## src/rtl/gpioedge_pkg.sv

```systemverilog
package gpioedge_pkg;

    localparam int NPIN   = 28;
    localparam int BUS_W  = 32;
    localparam int WORD_W = 3;
    localparam int NDED   = 11;
    localparam int SYNC_N = 2;

    typedef enum logic [WORD_W-1:0] {
        W_LEVEL = 3'd0,
        W_DIR   = 3'd1,
        W_SET   = 3'd2,
        W_CLR   = 3'd3,
        W_RISE  = 3'd4,
        W_FALL  = 3'd5,
        W_STAT  = 3'd6,
        W_ALT   = 3'd7
    } word_e;

    typedef struct packed {
        logic dir;
        logic set;
        logic clr;
        logic rise;
        logic fall;
        logic stat;
        logic alt;
    } wstrb_t;

    function automatic wstrb_t decode_write(logic sel, logic wr, word_e w);
        wstrb_t s;
        logic   go;
        go     = sel && wr;
        s.dir  = go && (w == W_DIR);
        s.set  = go && (w == W_SET);
        s.clr  = go && (w == W_CLR);
        s.rise = go && (w == W_RISE);
        s.fall = go && (w == W_FALL);
        s.stat = go && (w == W_STAT);
        s.alt  = go && (w == W_ALT);
        return s;
    endfunction

endpackage

```

## src/rtl/gpio_in_sync.sv

```systemverilog
module gpio_in_sync #(
    parameter int W      = 28,
    parameter int STAGES = 2
) (
    input  logic         clk,
    input  logic [W-1:0] d,
    output logic [W-1:0] q
);

    logic [W-1:0] chain [STAGES];

    always_ff @(posedge clk) begin
        chain[0] <= d;
        for (int s = 1; s < STAGES; s++) begin
            chain[s] <= chain[s-1];
        end
    end

    assign q = chain[STAGES-1];

endmodule

```

## src/rtl/gpio_ctl_regs.sv

```systemverilog
module gpio_ctl_regs
    import gpioedge_pkg::*;
#(
    parameter int W = 28
) (
    input  logic         clk,
    input  logic         rst,
    input  wstrb_t       strb,
    input  logic [W-1:0] wd,
    output logic [W-1:0] out_q,
    output logic [W-1:0] dir_q,
    output logic [W-1:0] rise_q,
    output logic [W-1:0] fall_q,
    output logic [W-1:0] alt_q
);

    localparam int NRW = 4;

    logic [NRW-1:0] rw_we;
    logic [W-1:0]   rw_q [NRW];

    assign rw_we = {strb.alt, strb.fall, strb.rise, strb.dir};

    generate
        for (genvar g = 0; g < NRW; g++) begin : g_rw
            always_ff @(posedge clk) begin
                if (rst) begin
                    rw_q[g] <= '0;
                end else if (rw_we[g]) begin
                    rw_q[g] <= wd;
                end
            end
        end
    endgenerate

    assign dir_q  = rw_q[0];
    assign rise_q = rw_q[1];
    assign fall_q = rw_q[2];
    assign alt_q  = rw_q[3];

    always_ff @(posedge clk) begin
        if (rst) begin
            out_q <= '0;
        end else if (strb.set) begin
            out_q <= out_q | wd;
        end else if (strb.clr) begin
            out_q <= out_q & ~wd;
        end
    end

    AST_OUT_SET: assert property (@(posedge clk) disable iff (rst)
        strb.set |=> ((out_q & $past(wd)) == $past(wd)))
        else $error("set strobe did not raise latch bits");
    AST_OUT_CLR: assert property (@(posedge clk) disable iff (rst)
        strb.clr |=> ((out_q & $past(wd)) == '0))
        else $error("clear strobe did not drop latch bits");
    AST_OUT_HOLD: assert property (@(posedge clk) disable iff (rst)
        (!strb.set && !strb.clr) |=> $stable(out_q))
        else $error("latch moved without strobe");

endmodule

```

## src/rtl/gpio_edge_stat.sv

```systemverilog
module gpio_edge_stat #(
    parameter int W = 28
) (
    input  logic         clk,
    input  logic         rst,
    input  logic [W-1:0] lvl,
    input  logic [W-1:0] rise_en,
    input  logic [W-1:0] fall_en,
    input  logic         clr_wr,
    input  logic [W-1:0] clr_mask,
    output logic [W-1:0] stat
);

    logic [W-1:0] prev_q;
    logic [W-1:0] det;
    logic [W-1:0] clr_eff;
    logic [W-1:0] stat_q;

    always_ff @(posedge clk) begin
        prev_q <= lvl;
    end

    assign det     = (lvl & ~prev_q & rise_en) | (~lvl & prev_q & fall_en);
    assign clr_eff = clr_wr ? clr_mask : '0;

    always_ff @(posedge clk) begin
        if (rst) begin
            stat_q <= '0;
        end else begin
            stat_q <= (stat_q & ~clr_eff) | det;
        end
    end

    assign stat = stat_q;

    AST_NEW_NEEDS_EDGE: assert property (@(posedge clk) disable iff (rst)
        !$past(rst) |-> ((stat_q & ~$past(stat_q) & ~$past(det)) == '0))
        else $error("status set without enabled edge");
    AST_DROP_NEEDS_CLR: assert property (@(posedge clk) disable iff (rst)
        !$past(rst) |-> ((~stat_q & $past(stat_q) & ~$past(clr_eff)) == '0))
        else $error("status dropped without clear");
    AST_EDGE_WINS: assert property (@(posedge clk) disable iff (rst)
        !$past(rst) |-> (($past(det) & ~stat_q) == '0))
        else $error("detected edge lost");

endmodule

```

## src/rtl/gpio_edge_ctrl.sv

```systemverilog
module gpio_edge_ctrl
    import gpioedge_pkg::*;
#(
    parameter int NP  = gpioedge_pkg::NPIN,
    parameter int BW  = gpioedge_pkg::BUS_W,
    parameter int WW  = gpioedge_pkg::WORD_W,
    parameter int ND  = gpioedge_pkg::NDED,
    parameter int SYN = gpioedge_pkg::SYNC_N
) (
    input  logic          clk,
    input  logic          rst,
    input  logic          bus_sel,
    input  logic          bus_wr,
    input  logic [WW-1:0] bus_word,
    input  logic [BW-1:0] bus_wdata,
    output logic [BW-1:0] bus_rdata,
    input  logic [NP-1:0] pin_in,
    output logic [NP-1:0] pin_out,
    output logic [NP-1:0] pin_oe,
    output logic [NP-1:0] alt_sel,
    output logic [ND-1:0] irq_pin,
    output logic          irq_shared
);

    localparam int PADW = BW - NP;

    wstrb_t        strb;
    logic [NP-1:0] wd;
    logic [NP-1:0] lvl;
    logic [NP-1:0] dir_q, rise_q, fall_q, alt_q, out_q, stat;
    logic [NP-1:0] rd_sel;
    logic          wdata_unused;

    assign strb         = decode_write(bus_sel, bus_wr, word_e'(bus_word));
    assign wd           = bus_wdata[NP-1:0];
    assign wdata_unused = ^bus_wdata[BW-1:NP];

    gpio_in_sync #(.W(NP), .STAGES(SYN)) i_sync (
        .clk (clk),
        .d   (pin_in),
        .q   (lvl)
    );

    gpio_ctl_regs #(.W(NP)) i_regs (
        .clk    (clk),
        .rst    (rst),
        .strb   (strb),
        .wd     (wd),
        .out_q  (out_q),
        .dir_q  (dir_q),
        .rise_q (rise_q),
        .fall_q (fall_q),
        .alt_q  (alt_q)
    );

    gpio_edge_stat #(.W(NP)) i_edge (
        .clk      (clk),
        .rst      (rst),
        .lvl      (lvl),
        .rise_en  (rise_q),
        .fall_en  (fall_q),
        .clr_wr   (strb.stat),
        .clr_mask (wd),
        .stat     (stat)
    );

    always_comb begin
        case (word_e'(bus_word))
            W_LEVEL: rd_sel = lvl;
            W_DIR:   rd_sel = dir_q;
            W_RISE:  rd_sel = rise_q;
            W_FALL:  rd_sel = fall_q;
            W_STAT:  rd_sel = stat;
            W_ALT:   rd_sel = alt_q;
            default: rd_sel = '0;
        endcase
    end

    assign bus_rdata = (bus_sel && !bus_wr) ? {{PADW{1'b0}}, rd_sel} : '0;

    assign pin_out = out_q;
    assign pin_oe  = dir_q;
    assign alt_sel = alt_q;

    generate
        for (genvar i = 0; i < ND; i++) begin : g_irq
            assign irq_pin[i] = stat[i];
        end
    endgenerate
    assign irq_shared = |stat[NP-1:ND];

    generate
        if (SYN == 2) begin : g_lat_chk
            AST_LEVEL_LAT: assert property (@(posedge clk) disable iff (rst)
                lvl == $past(pin_in, 2))
                else $error("level latency wrong");
        end
    endgenerate

endmodule

```

## config.mk

```make
export PLATFORM = sky130hd
export DESIGN_NAME = gpio_edge_ctrl
export DESIGN_NICKNAME = d
export VERILOG_FILES = /design/src/rtl/gpioedge_pkg.sv /design/src/rtl/gpio_in_sync.sv /design/src/rtl/gpio_ctl_regs.sv /design/src/rtl/gpio_edge_stat.sv /design/src/rtl/gpio_edge_ctrl.sv
export SDC_FILE = /design/constraint.sdc
export NUM_CORES = 1
export LEC_CHECK = 0
export ABC_AREA = 1
export BUFFER_PORTS_ARGS = -buffer_cell sky130_fd_sc_hd__buf_2
export CAP_MARGIN = 20
export CORE_ASPECT_RATIO = 2
export CORE_UTILIZATION = 55
export CTS_BUF_LIST = sky130_fd_sc_hd__clkbuf_16
export DETAILED_ROUTE_END_ITERATION = 8
export MAX_ROUTING_LAYER = met4
export PLACE_DENSITY = 0.86
export RECOVER_POWER = 50
export SLEW_MARGIN = 20
export SYNTH_ARGS = -nofsm -noshare
export SYNTH_HDL_FRONTEND = slang
export SYNTH_SLANG_ARGS = --single-unit
```

## constraint.sdc

```tcl
create_clock -name clk -period 5.7 [get_ports clk]
set_input_delay 1.71 -clock clk [delete_from_list [all_inputs] [get_ports clk]]
set_output_delay 1.71 -clock clk [all_outputs]
set_load 0.03 [all_outputs]
```

==> results.md, run 1 <==
- Status: finished with violations
- Failing checks: max-capacitance violations, max-slew violations
- Worst ir drop on vdd: ~0.28 mV
- Post-CTS Setup Bufs: 0
- Yosys Warn Count: 0
- Max Slew Vio Count: 84
- R2R setup slack: ~4800 ps
- Seq/Total Area, Yosys: roughly three fifths
- Top cells by count, synth: nand2_1 (199), nor2_1 (151), dfxtp_1 (140)
- Detailed-router iteration count before antenna repair: 5
- Endpoints failing hold: 0
- RR Startpoint: i_sync.chain[0][37]
- Routability Congestion: ~0.87
- Fin util: between 60% and 70%
- Critical path endpoint category: primary output
- Cts hold-fix bufs: 0
- Sw power: between 1 and 1.5 mW
- Area grow syn2layout: 14.13%
- CP max FO: 15
- Mapped Cells: approximately 1,100
- Class of the worst hold path: reg2reg
- Lkg Pwr: between 4 and 5 nW
- Worst path max stage delay: between 500 and 600 ps
- Die width: about 99 um
- Final Critical Period: around 5300 ps
- DR WL/cell: approximately 20 um
- Fraction of registers with async set/reset: 0%
- Maximum clock insertion buffer count: 3
- Aggregate routed wire length: roughly 30 mm
- Initial antenna violation count: 0
- RSZ-0062 raised after global routing: false
- Mapped cell area: roughly 10,000 sq um
- Worst R2R Path Depth: 3
- Slowest CP cell: inv_1
- Maximum operating frequency: 189.1 MHz
- # clock sinks: about 250
- Top-Level Pins: 195
- First-pass GRT wire length: roughly 45 mm
- Switch share: 26.25%
- Clk root buf: clkbuf_16
- Fin Hold WS: 326.4 ps
- Clock latency on the worst-skew pair: around 500 ps
- Max-cap violations: 4
- Skew final: ~7.6 ps
- PortBufs: 186
- CTS tree: done
- Hold Crit Start: i_sync.chain[0][16]
- Total GRT Usage: 31.85%
- GRT overflow: 0
- Vias in the first global route: ~8,800
- Antenna diode instance count: 0
- Crit path top cell by count: buf_2
- # setup viols final: 0
- WP data arrival: ~3600 ps
- Vias post-DR: 8,974
- Yosys top cell area share: between 30% and 40%
- CP bufs+invs: 4
- Worst-path clk slew: about 60 ps
- Post_cts resized: 0
- Core box area: 18,310 sq um
- Cell family with most CP delay: buffers and inverters
- Seq cells post-synth: about 250
- Post-synth EDFFs: 112
- Ys flop type: dfxtp_1
- Cell Area, Placed: ~11,000 sq um
- WP data required: 3990 ps
- Cell taking the most area after synthesis: edfxtp_1
- Fraction of layout cells with a size suffix above 1: approximately an eighth
- Die outline height: around 200 um
- # nets final: roughly 1,300
- Gate power share: 10.4%
- Vias per cell: around 6.1
- Pin count of the biggest net entering global routing: 57
- Cts bufs inserted: 22
- Mapped Avg Cell Area: roughly 9.4 sq um
- Final Instance Area: 11,730 sq um
- # H-tree levels: 1
- Initial DRC Count: ~710
- CP startpoint kind: input port
- Initial core utilization: 56.12%
- Top-count cell post-synth: nand2_1
- R2r endpoint: i_edge.stat[9]
- CP Class: in2out
- P_int: ~2.8 mW
- Pwr per Cell Area: 326.3 nW/um^2
- Worst-margin pin slew: approximately 2700 ps
- Worst hold path endpoint: i_sync.chain[0][44]
- Final Cycle Share: just over 90%
- Setup TNS: 0 ps
- Slew margin rel.: -79.77%
- DRC viols: 0
- Synth top area cells: edfxtp_1 (33%), dfxtp_1 (27%), nand2_1 (7.3%)
- Die area: just under 20,000 sq um
- Sequential share of power: about 54%
- Distinct cells, synth: 29
- CP cell instances: buf_2, inv_1, buf_4, nand4_1, nand2_1, nor2_1, a21oi_1, buf_2
- ANT nets after route: 0
- Min-Delay Path Depth: 0
- Core Rows: 70
- DP Wirelength: between 15 and 20 mm
- Clock Power Share: between 30% and 40%
-- power by group through the flow --
| stage | Combinational (mW) | Sequential, mW | Clock (mW) |
|---|---|---|---|
| after global placement | 0.391 | 2.09 | 0 |
| final | 0.397 | 2.06 | 1.37 |
| after detailed placement | 0.398 | 2.09 | 0 |
| after CTS | 0.401 | 2.05 | 1.38 |
| after floorplan | 0.219 | 2.12 | 0 |
| after global routing | 0.423 | 2.06 | 1.45 |
-- placed cells by master (no fill, tap or decap), types with 2 or more instances in the layout --
cell / count
a21oi_1: 89
buf_12: 2
buf_16: 2
buf_2: 89
buf_4: 18
clkbuf_1: 95
clkbuf_16: 23
clkinv_1: 6
clkinv_2: 3
conb_1: 4
dfxtp_1: 140
edfxtp_1: 112
inv_1: 67
inv_2: 2
nand2_1: 197
nand2_2: 3
nand3_1: 90
nand3b_1: 28
nand4_1: 75
nor2_1: 152
nor2_4: 3
nor3_1: 3
o21a_1: 28
o21ai_0: 28
o21ai_1: 2
-- cells by family (layout without fill, tap and decap cells) --
| group | after synthesis | after routing | synth area share, % |
|---|---|---|---|
| simple gates | 554 | 554 | 25.14 |
| flops | 252 | 252 | 60.02 |
| compound gates | 147 | 147 | 7.843 |
| buf+inv | 144 | 309 | 6.966 |
| other cells | 1 | 4 | 0.03650 |
-- area by class of cell --
cell class / count / area [sq um]
multi-input cells: 705 / 3368
clock buffers: 23 / 575.6
repair buffers: 206 / 1032
flip-flops and latches: 252 / 6166
clock inverters: 17 / 76.32
fillers: 1507 / 6580
well taps: 216 / 270.3
inverters: 63 / 236.5
-- through the flow --
stage | instances | setup slack, ps | power [mW]
6_report | 1482 | 410.9 | 3.825
5_1_grt | 1482 | 346.6 | 3.937
4_1_cts | 1480 | 567.2 | 3.829
3_5_place_dp | 1440 | 573.0 | 2.489
3_3_place_gp | 1440 | 613.2 | 2.478
2_1_floorplan | 1101 | 1075 | 2.344
-- worst max path at each step --
stage / start / to / slack (ps) / cells past startpoint
2_1_floorplan: bus_word[2] / bus_rdata[10] / 1070 / 8
3_3_place_gp: bus_word[2] / bus_rdata[9] / 610 / 7
3_5_place_dp: bus_word[2] / bus_rdata[9] / 570 / 7
4_1_cts: bus_word[2] / bus_rdata[9] / 570 / 7
5_1_grt: bus_word[1] / bus_rdata[15] / 350 / 8
6_report: bus_word[1] / bus_rdata[15] / 410 / 8
-- layer usage --
layer	part of all wire, %	vias to the layer above	global-route usage, %
met3	8.8	154	4.044
li1	-	4028	-
met4	6.9	0	20.95
met2	52	580	56.00
met5	0	-	-
met1	33	4212	32.99
Note: power is estimated with default switching activity, not from simulation.
==> inputs of run 2 (changes only) <==
--- a/config.mk
+++ b/config.mk
@@ -9,11 +9,11 @@
 export BUFFER_PORTS_ARGS = -buffer_cell sky130_fd_sc_hd__buf_2
 export CAP_MARGIN = 20
 export CORE_ASPECT_RATIO = 2
-export CORE_UTILIZATION = 55
-export CTS_BUF_LIST = sky130_fd_sc_hd__clkbuf_16
+export CORE_UTILIZATION = 57
+export CTS_BUF_LIST = sky130_fd_sc_hd__clkbuf_4
 export DETAILED_ROUTE_END_ITERATION = 8
 export MAX_ROUTING_LAYER = met4
-export PLACE_DENSITY = 0.86
+export PLACE_DENSITY = 0.89
 export RECOVER_POWER = 50
 export SLEW_MARGIN = 20
 export SYNTH_ARGS = -nofsm -noshare
==> constraint.sdc (replaced) <==
create_clock -name clk -period 5.05 [get_ports clk]
set_input_delay 1.515 -clock clk [delete_from_list [all_inputs] [get_ports clk]]
set_output_delay 1.515 -clock clk [all_outputs]
set_load 0.03 [all_outputs]
==> results.md, run 2 (synthesis gave the netlist of run 1 again) <==
- Fin Hold WS: 326.8 ps (was 326.4 ps)
- DP Wirelength: 18.73 mm (was 19.01 mm)
- Status: finished with violations (unchanged)
- Routability Congestion: 0.8785 (was 0.8662)
- Initial DRC Count: 752 (was 709)
- Class of the worst hold path: reg2reg (unchanged)
- Area grow syn2layout: 14.89% (was 14.13%)
- Detailed-router iteration count before antenna repair: 6 (was 5)
- Cts hold-fix bufs: 0 (unchanged)
- Post-CTS Setup Bufs: 0 (unchanged)
- Worst ir drop on vdd: 0.2458 mV (was 0.2772 mV)
- Final Critical Period: 4755 ps
- Maximum operating frequency: about 210 MHz
- Die width: 96.93 um (was 98.64 um)
- Post_cts resized: 0 (unchanged)
- Total GRT Usage: 31.86% (was 31.85%)
- Setup TNS: 0 ps (unchanged)
- Skew final: 15.67 ps (was 7.582 ps)
- CP bufs+invs: 3 (was 4)
- Initial antenna violation count: 1 (was 0)
- ANT nets after route: 0 (unchanged)
- WP data required: 3540 ps (was 3990 ps)
- Clock latency on the worst-skew pair: 650 ps (was 510 ps)
- Cts bufs inserted: 52 (was 22)
- First-pass GRT wire length: 44.28 mm (was 45.37 mm)
- Critical path endpoint category: primary output (unchanged)
- Fraction of layout cells with a size suffix above 1: 20.11% (was 11.85%)
- CP startpoint kind: input port (unchanged)
- Max-cap violations: 6 (was 4)
- Endpoints failing hold: 0 (unchanged)
- Fillers: 1,330 (was 1,507)
- Slowest CP cell: nand3_1 (was inv_1)
- CP max FO: 25 (was 15)
- Failing checks: max-capacitance violations, max-slew violations (unchanged)
- Die area: 18,600 sq um (was 19,260 sq um)
- Commonest cells after routing, fill and taps aside: nand2_1 (197), nor2_1 (154), buf_2 (150) (was nand2_1 (197), nor2_1 (152), dfxtp_1 (140))
- Worst-margin pin slew: 2694 ps (was 2668 ps)
- Top-Level Pins: 195 (unchanged)
- Worst path max stage delay: 370 ps (was 510 ps)
- Cell family with most CP delay: buffers and inverters (unchanged)
- Pin count of the biggest net entering global routing: 57 (unchanged)
- CP Class: in2out (unchanged)
- Most common cell after layout, fill and taps aside: nand2_1 (unchanged)
- WP data arrival: 3240 ps (was 3580 ps)
- Initial core utilization: 58.05% (was 56.12%)
- CP cell instances: buf_4, buf_4, nand3_1, nor2_1, a21oi_1, a21oi_1, buf_2 (was buf_2, inv_1, buf_4, nand4_1, nand2_1, nor2_1, a21oi_1, buf_2)
- Final Cycle Share: about 94%
- GRT overflow: 0 (unchanged)
- Maximum clock insertion buffer count: 3 (unchanged)
- Fin util: 66.69% (was 64.05%)
- CTS tree: done (unchanged)
- DR WL/cell: 19.20 um (was 20.30 um)
- RSZ-0062 raised after global routing: false (unchanged)
- DRC viols: 0 (unchanged)
- # H-tree levels: 2 (was 1)
- Core Rows: 69 (was 70)
- Pwr per Cell Area: 366.7 nW/um^2 (was 326.3 nW/um^2)
- Final Total Pwr: 4.328 mW (was 3.825 mW)
- # setup viols final: 0 (unchanged)
- Slew margin rel.: -80.25% (was -79.77%)
- Vias in the first global route: 8,945 (was 8,815)
- Lkg Pwr: 5.057 nW (was 4.817 nW)
- Core box area: 17,700 sq um (was 18,310 sq um)
- Aggregate routed wire length: 29.52 mm (was 30.09 mm)
- Cell count after placement: 1,440 (unchanged)
- Die outline height: 191.9 um (was 195.3 um)
- Vias per cell: 5.960 (was 6.055)
- Max Slew Vio Count: 144 (was 84)
- # clock sinks: 252 (unchanged)
- Clk root buf: clkbuf_4 (was clkbuf_16)
- Fin cells: 1,537 (was 1,482)
- PortBufs: 186 (unchanged)
- Vias post-DR: 9,160 (was 8,974)
- # nets final: 1,349 (was 1,317)
- Worst-path clk slew: 70 ps (was 60 ps)
-- run 2: cell count changes in the layout (fill, tap and decap cells not counted), sizes merged --
cell,previous run,this run
buf,111,174
clkinvlp,1,0
diode,0,1
bufinv,0,2
clkbuf,118,111
clkinv,9,18
inv,70,61
-- run 2: worst register-to-register path: cells and delay by family, from the launching register on --
family	cells	cell delay (ps)
AOI/OAI and AO/OA	2	330
DFF	1	420
and+or+nand+nor	1	90
-- run 2: layout make-up --
type                       instances  area, sq um  area share, %
antenna                            1        2.502        0.02120
clock buffer                      77        578.1          4.897
clock inverter                    18        125.1          1.060
inverter                          63        236.5          2.003
multi-input combinational        705         3338          28.28
sequential                       252         6166          52.24
tap                              213        266.5          2.258
timing repair buffer             208         1091          9.243
-- run 2: layer usage --
layer	part of all wire, %	global-route usage (%)	vias up
li1	-	-	4124
met1	32	31.63	4214
met2	52	56.12	675
met3	9.6	4.585	147
met4	6.4	24.00	0
met5	0	-	-
-- run 2: metrics by stage --
stage / instance area [sq um] / setup WS [ps]
after floorplan: 10280 / 709.5
after global placement: 11210 / 464.0
after detailed placement: 11210 / 431.0
after CTS: 11910 / 420.0
after global routing: 11800 / 204.5
final: 11800 / 295.2
-- run 2: where the power goes --
part,internal [mW],switching [mW],leakage [nW]
Combinational,0.124,0.327,2.40
Clock,0.805,0.755,0.417
Sequential,2.24,0.0762,2.24
-- run 2: worst paths after layout --
check	end	slack (ps)	cells past startpoint	start
worst min register to register	i_sync.chain[0][37]	330	0	i_sync.chain[0][9]
worst min-delay path	i_sync.chain[0][37]	330	0	i_sync.chain[0][9]
worst max-delay path	bus_rdata[11]	300	7	bus_word[2]
worst max register to register	i_edge.stat[20]	4130	3	i_sync.chain[0][48]
==> inputs of run 3 (changes only) <==
--- a/config.mk
+++ b/config.mk
@@ -12,7 +12,7 @@
 export CORE_UTILIZATION = 57
 export CTS_BUF_LIST = sky130_fd_sc_hd__clkbuf_4
 export DETAILED_ROUTE_END_ITERATION = 8
-export MAX_ROUTING_LAYER = met4
+export GPL_TIMING_DRIVEN = 0
 export PLACE_DENSITY = 0.89
 export RECOVER_POWER = 50
 export SLEW_MARGIN = 20
==> results.md, run 3 (synthesis gave the netlist of run 1 again) <==
- Critical path endpoint category: primary output (unchanged)
- R2R setup slack: 4110 ps (was 4130 ps)
- Cts bufs inserted: 53 (was 52)
- Initial DRC Count: 1,138 (was 752)
- Worst-path clk slew: 80 ps (was 70 ps)
- Total GRT Usage: 36.21% (was 31.86%)
- Initial antenna violation count: 1 (unchanged)
- Final Critical Period: 4938 ps (was 4755 ps)
- Pwr per Cell Area: 362.3 nW/um^2 (was 366.7 nW/um^2)
- Final Total Pwr: 4.410 mW (was 4.328 mW)
- Maximum clock insertion buffer count: 3 (unchanged)
- CP bufs+invs: 5 (was 3)
- # setup viols final: 0 (unchanged)
- Worst path max stage delay: 620 ps (was 370 ps)
- Fillers: 1,331 (was 1,330)
- Met2 usage: 61.76% (was 56.12%)
- CTS tree: done (unchanged)
- Register Area: 6166 sq um (unchanged)
- PortBufs: 185 (was 186)
- # H-tree levels: 2 (unchanged)
- CP cell instances: clkbuf_1, buf_4, nor2_1, clkbuf_1, nand3_1, nand2_1, inv_1, a21oi_1, buf_2 (was buf_4, buf_4, nand3_1, nor2_1, a21oi_1, a21oi_1, buf_2)
- Most common cell after layout, fill and taps aside: buf_2 (was nand2_1)
- RSZ-0062 raised after global routing: false (unchanged)
- Fraction of layout cells with a size suffix above 1: 23.49% (was 20.11%)
- Cts hold-fix bufs: 0 (unchanged)
- CP startpoint kind: input port (unchanged)
- Crit path top cell by count: clkbuf_1
- Vias post-DR: 9,836 (was 9,160)
- DRC viols: 0 (unchanged)
- # clock sinks: 252 (unchanged)
- Class of the worst hold path: reg2reg (unchanged)
- Final Cycle Share: 97.79% (was 94.15%)
- Vias in the first global route: 9,880 (was 8,945)
- Aggregate routed wire length: 33.98 mm (was 29.52 mm)
- Core box area: 17,700 sq um (unchanged)
- Vias per cell: 6.140 (was 5.960)
- Worst-margin pin slew: 2866 ps (was 2694 ps)
- Area taken by multi-input logic gates: 3324 sq um (was 3338 sq um)
- WP data required: 3540 ps (about the same)
- CP Class: in2out (unchanged)
- Max Slew Vio Count: 28 (was 144)
- Post_cts resized: 0 (unchanged)
- Worst R2R Path Depth: 3 (unchanged)
- Gr busiest metal: met2 (unchanged)
- Lkg Pwr: 5.389 nW (was 5.057 nW)
- DP Wirelength: 23.18 mm (was 18.73 mm)
- Clk root buf: clkbuf_4 (unchanged)
- Post-CTS Setup Bufs: 0 (unchanged)
- Final WS setup: 111.6 ps (was 295.2 ps)
- Area grow syn2layout: 18.49% (was 14.89%)
- Slowest CP cell: clkbuf_1 (was nand3_1)
- Endpoints failing hold: 0 (unchanged)
- Fin cells: 1,602 (was 1,537)
- Die outline height: 191.9 um (unchanged)
- Core Rows: 69 (unchanged)
- CP max FO: 10 (was 25)
- Grt met3 use: 7.496% (was 4.585%)
- Die width: 96.93 um (unchanged)
- Met1 usage: 37.54% (was 31.63%)
- Slew margin rel.: -93.09% (was -80.25%)
- Skew final: 26.82 ps (was 15.67 ps)
- Top-Level Pins: 195 (unchanged)
- WP data arrival: 3420 ps (was 3240 ps)
- Critical path depth: 9 (was 7)
- First-pass GRT wire length: 51.18 mm (was 44.28 mm)
- Pin count of the biggest net entering global routing: 22 (was 57)
- Max-cap violations: 2 (was 6)
- Clock latency on the worst-skew pair: 700 ps (was 650 ps)
- Routability Congestion: 0.9274 (was 0.8785)
- Min-Delay Path Depth: 0 (unchanged)
- Commonest cells after routing, fill and taps aside: buf_2 (204), nand2_1 (199), nor2_1 (155) (was nand2_1 (197), nor2_1 (154), buf_2 (150))
- Status: finished with violations (unchanged)
- Die area: 18,600 sq um (unchanged)
- Fin util: 68.78% (was 66.69%)
- DR WL/cell: 21.21 um (was 19.20 um)
- Worst ir drop on vdd: 0.2430 mV (was 0.2458 mV)
- ANT nets after route: 0 (unchanged)
- Pre-CTS WS: 376.8 ps (was 431.0 ps)
- Failing checks: max-capacitance violations, max-slew violations (unchanged)
- GRT overflow: 0 (unchanged)
- Initial core utilization: 58.05% (unchanged)
- Detailed-router iteration count before antenna repair: 6 (unchanged)
- Maximum operating frequency: 202.5 MHz (was 210.3 MHz)
- # nets final: 1,412 (was 1,349)
- Cell count after placement: 1,503 (was 1,440)
- Cell family with most CP delay: buffers and inverters (unchanged)
==> run 3: power by group <==
part	switching (mW)	internal [mW]	leakage, nW	total (mW)
Combinational	0.354	0.145	2.72	0.499
Sequential	0.0827	2.24	2.24	2.32
Clock	0.781	0.806	0.428	1.59
==> run 3: layout make-up <==
cell class | count | share of cell area (%)
Antenna cell | 1 | 0.02056
Buffer | 81 | 3.618
Clock buffer | 84 | 5.180
Clock inverter | 14 | 0.6681
Inverter | 63 | 1.943
Multi-Input combinational cell | 705 | 27.31
Sequential cell | 252 | 50.65
Tap cell | 213 | 2.189
Timing Repair Buffer | 189 | 8.418
==> run 3: final timing paths <==
check	from	to
setup / recovery	bus_word[1]	bus_rdata[19]
hold / removal	i_sync.chain[0][24]	i_sync.chain[0][52]
setup reg to reg	i_sync.chain[0][38]	i_edge.stat[10]
hold reg to reg	i_sync.chain[0][24]	i_sync.chain[0][52]
==> run 3: metrics by stage <==
step           TNS (ps)  area [sq um]  hold slack [ps]
6_report              0         12170            319.9
5_1_grt               0         12170            331.7
4_1_cts               0         12320            327.8
3_5_place_dp          0         11610            313.2
3_3_place_gp     -64510         11480            310.8
2_1_floorplan         0         10280            309.6
==> run 3: routing by layer <==
layer	up-vias	routed length, um
li1	4255	-
met1	4449	10350
met2	856	16630
met3	276	3839
met4	0	3162
met5	-	0
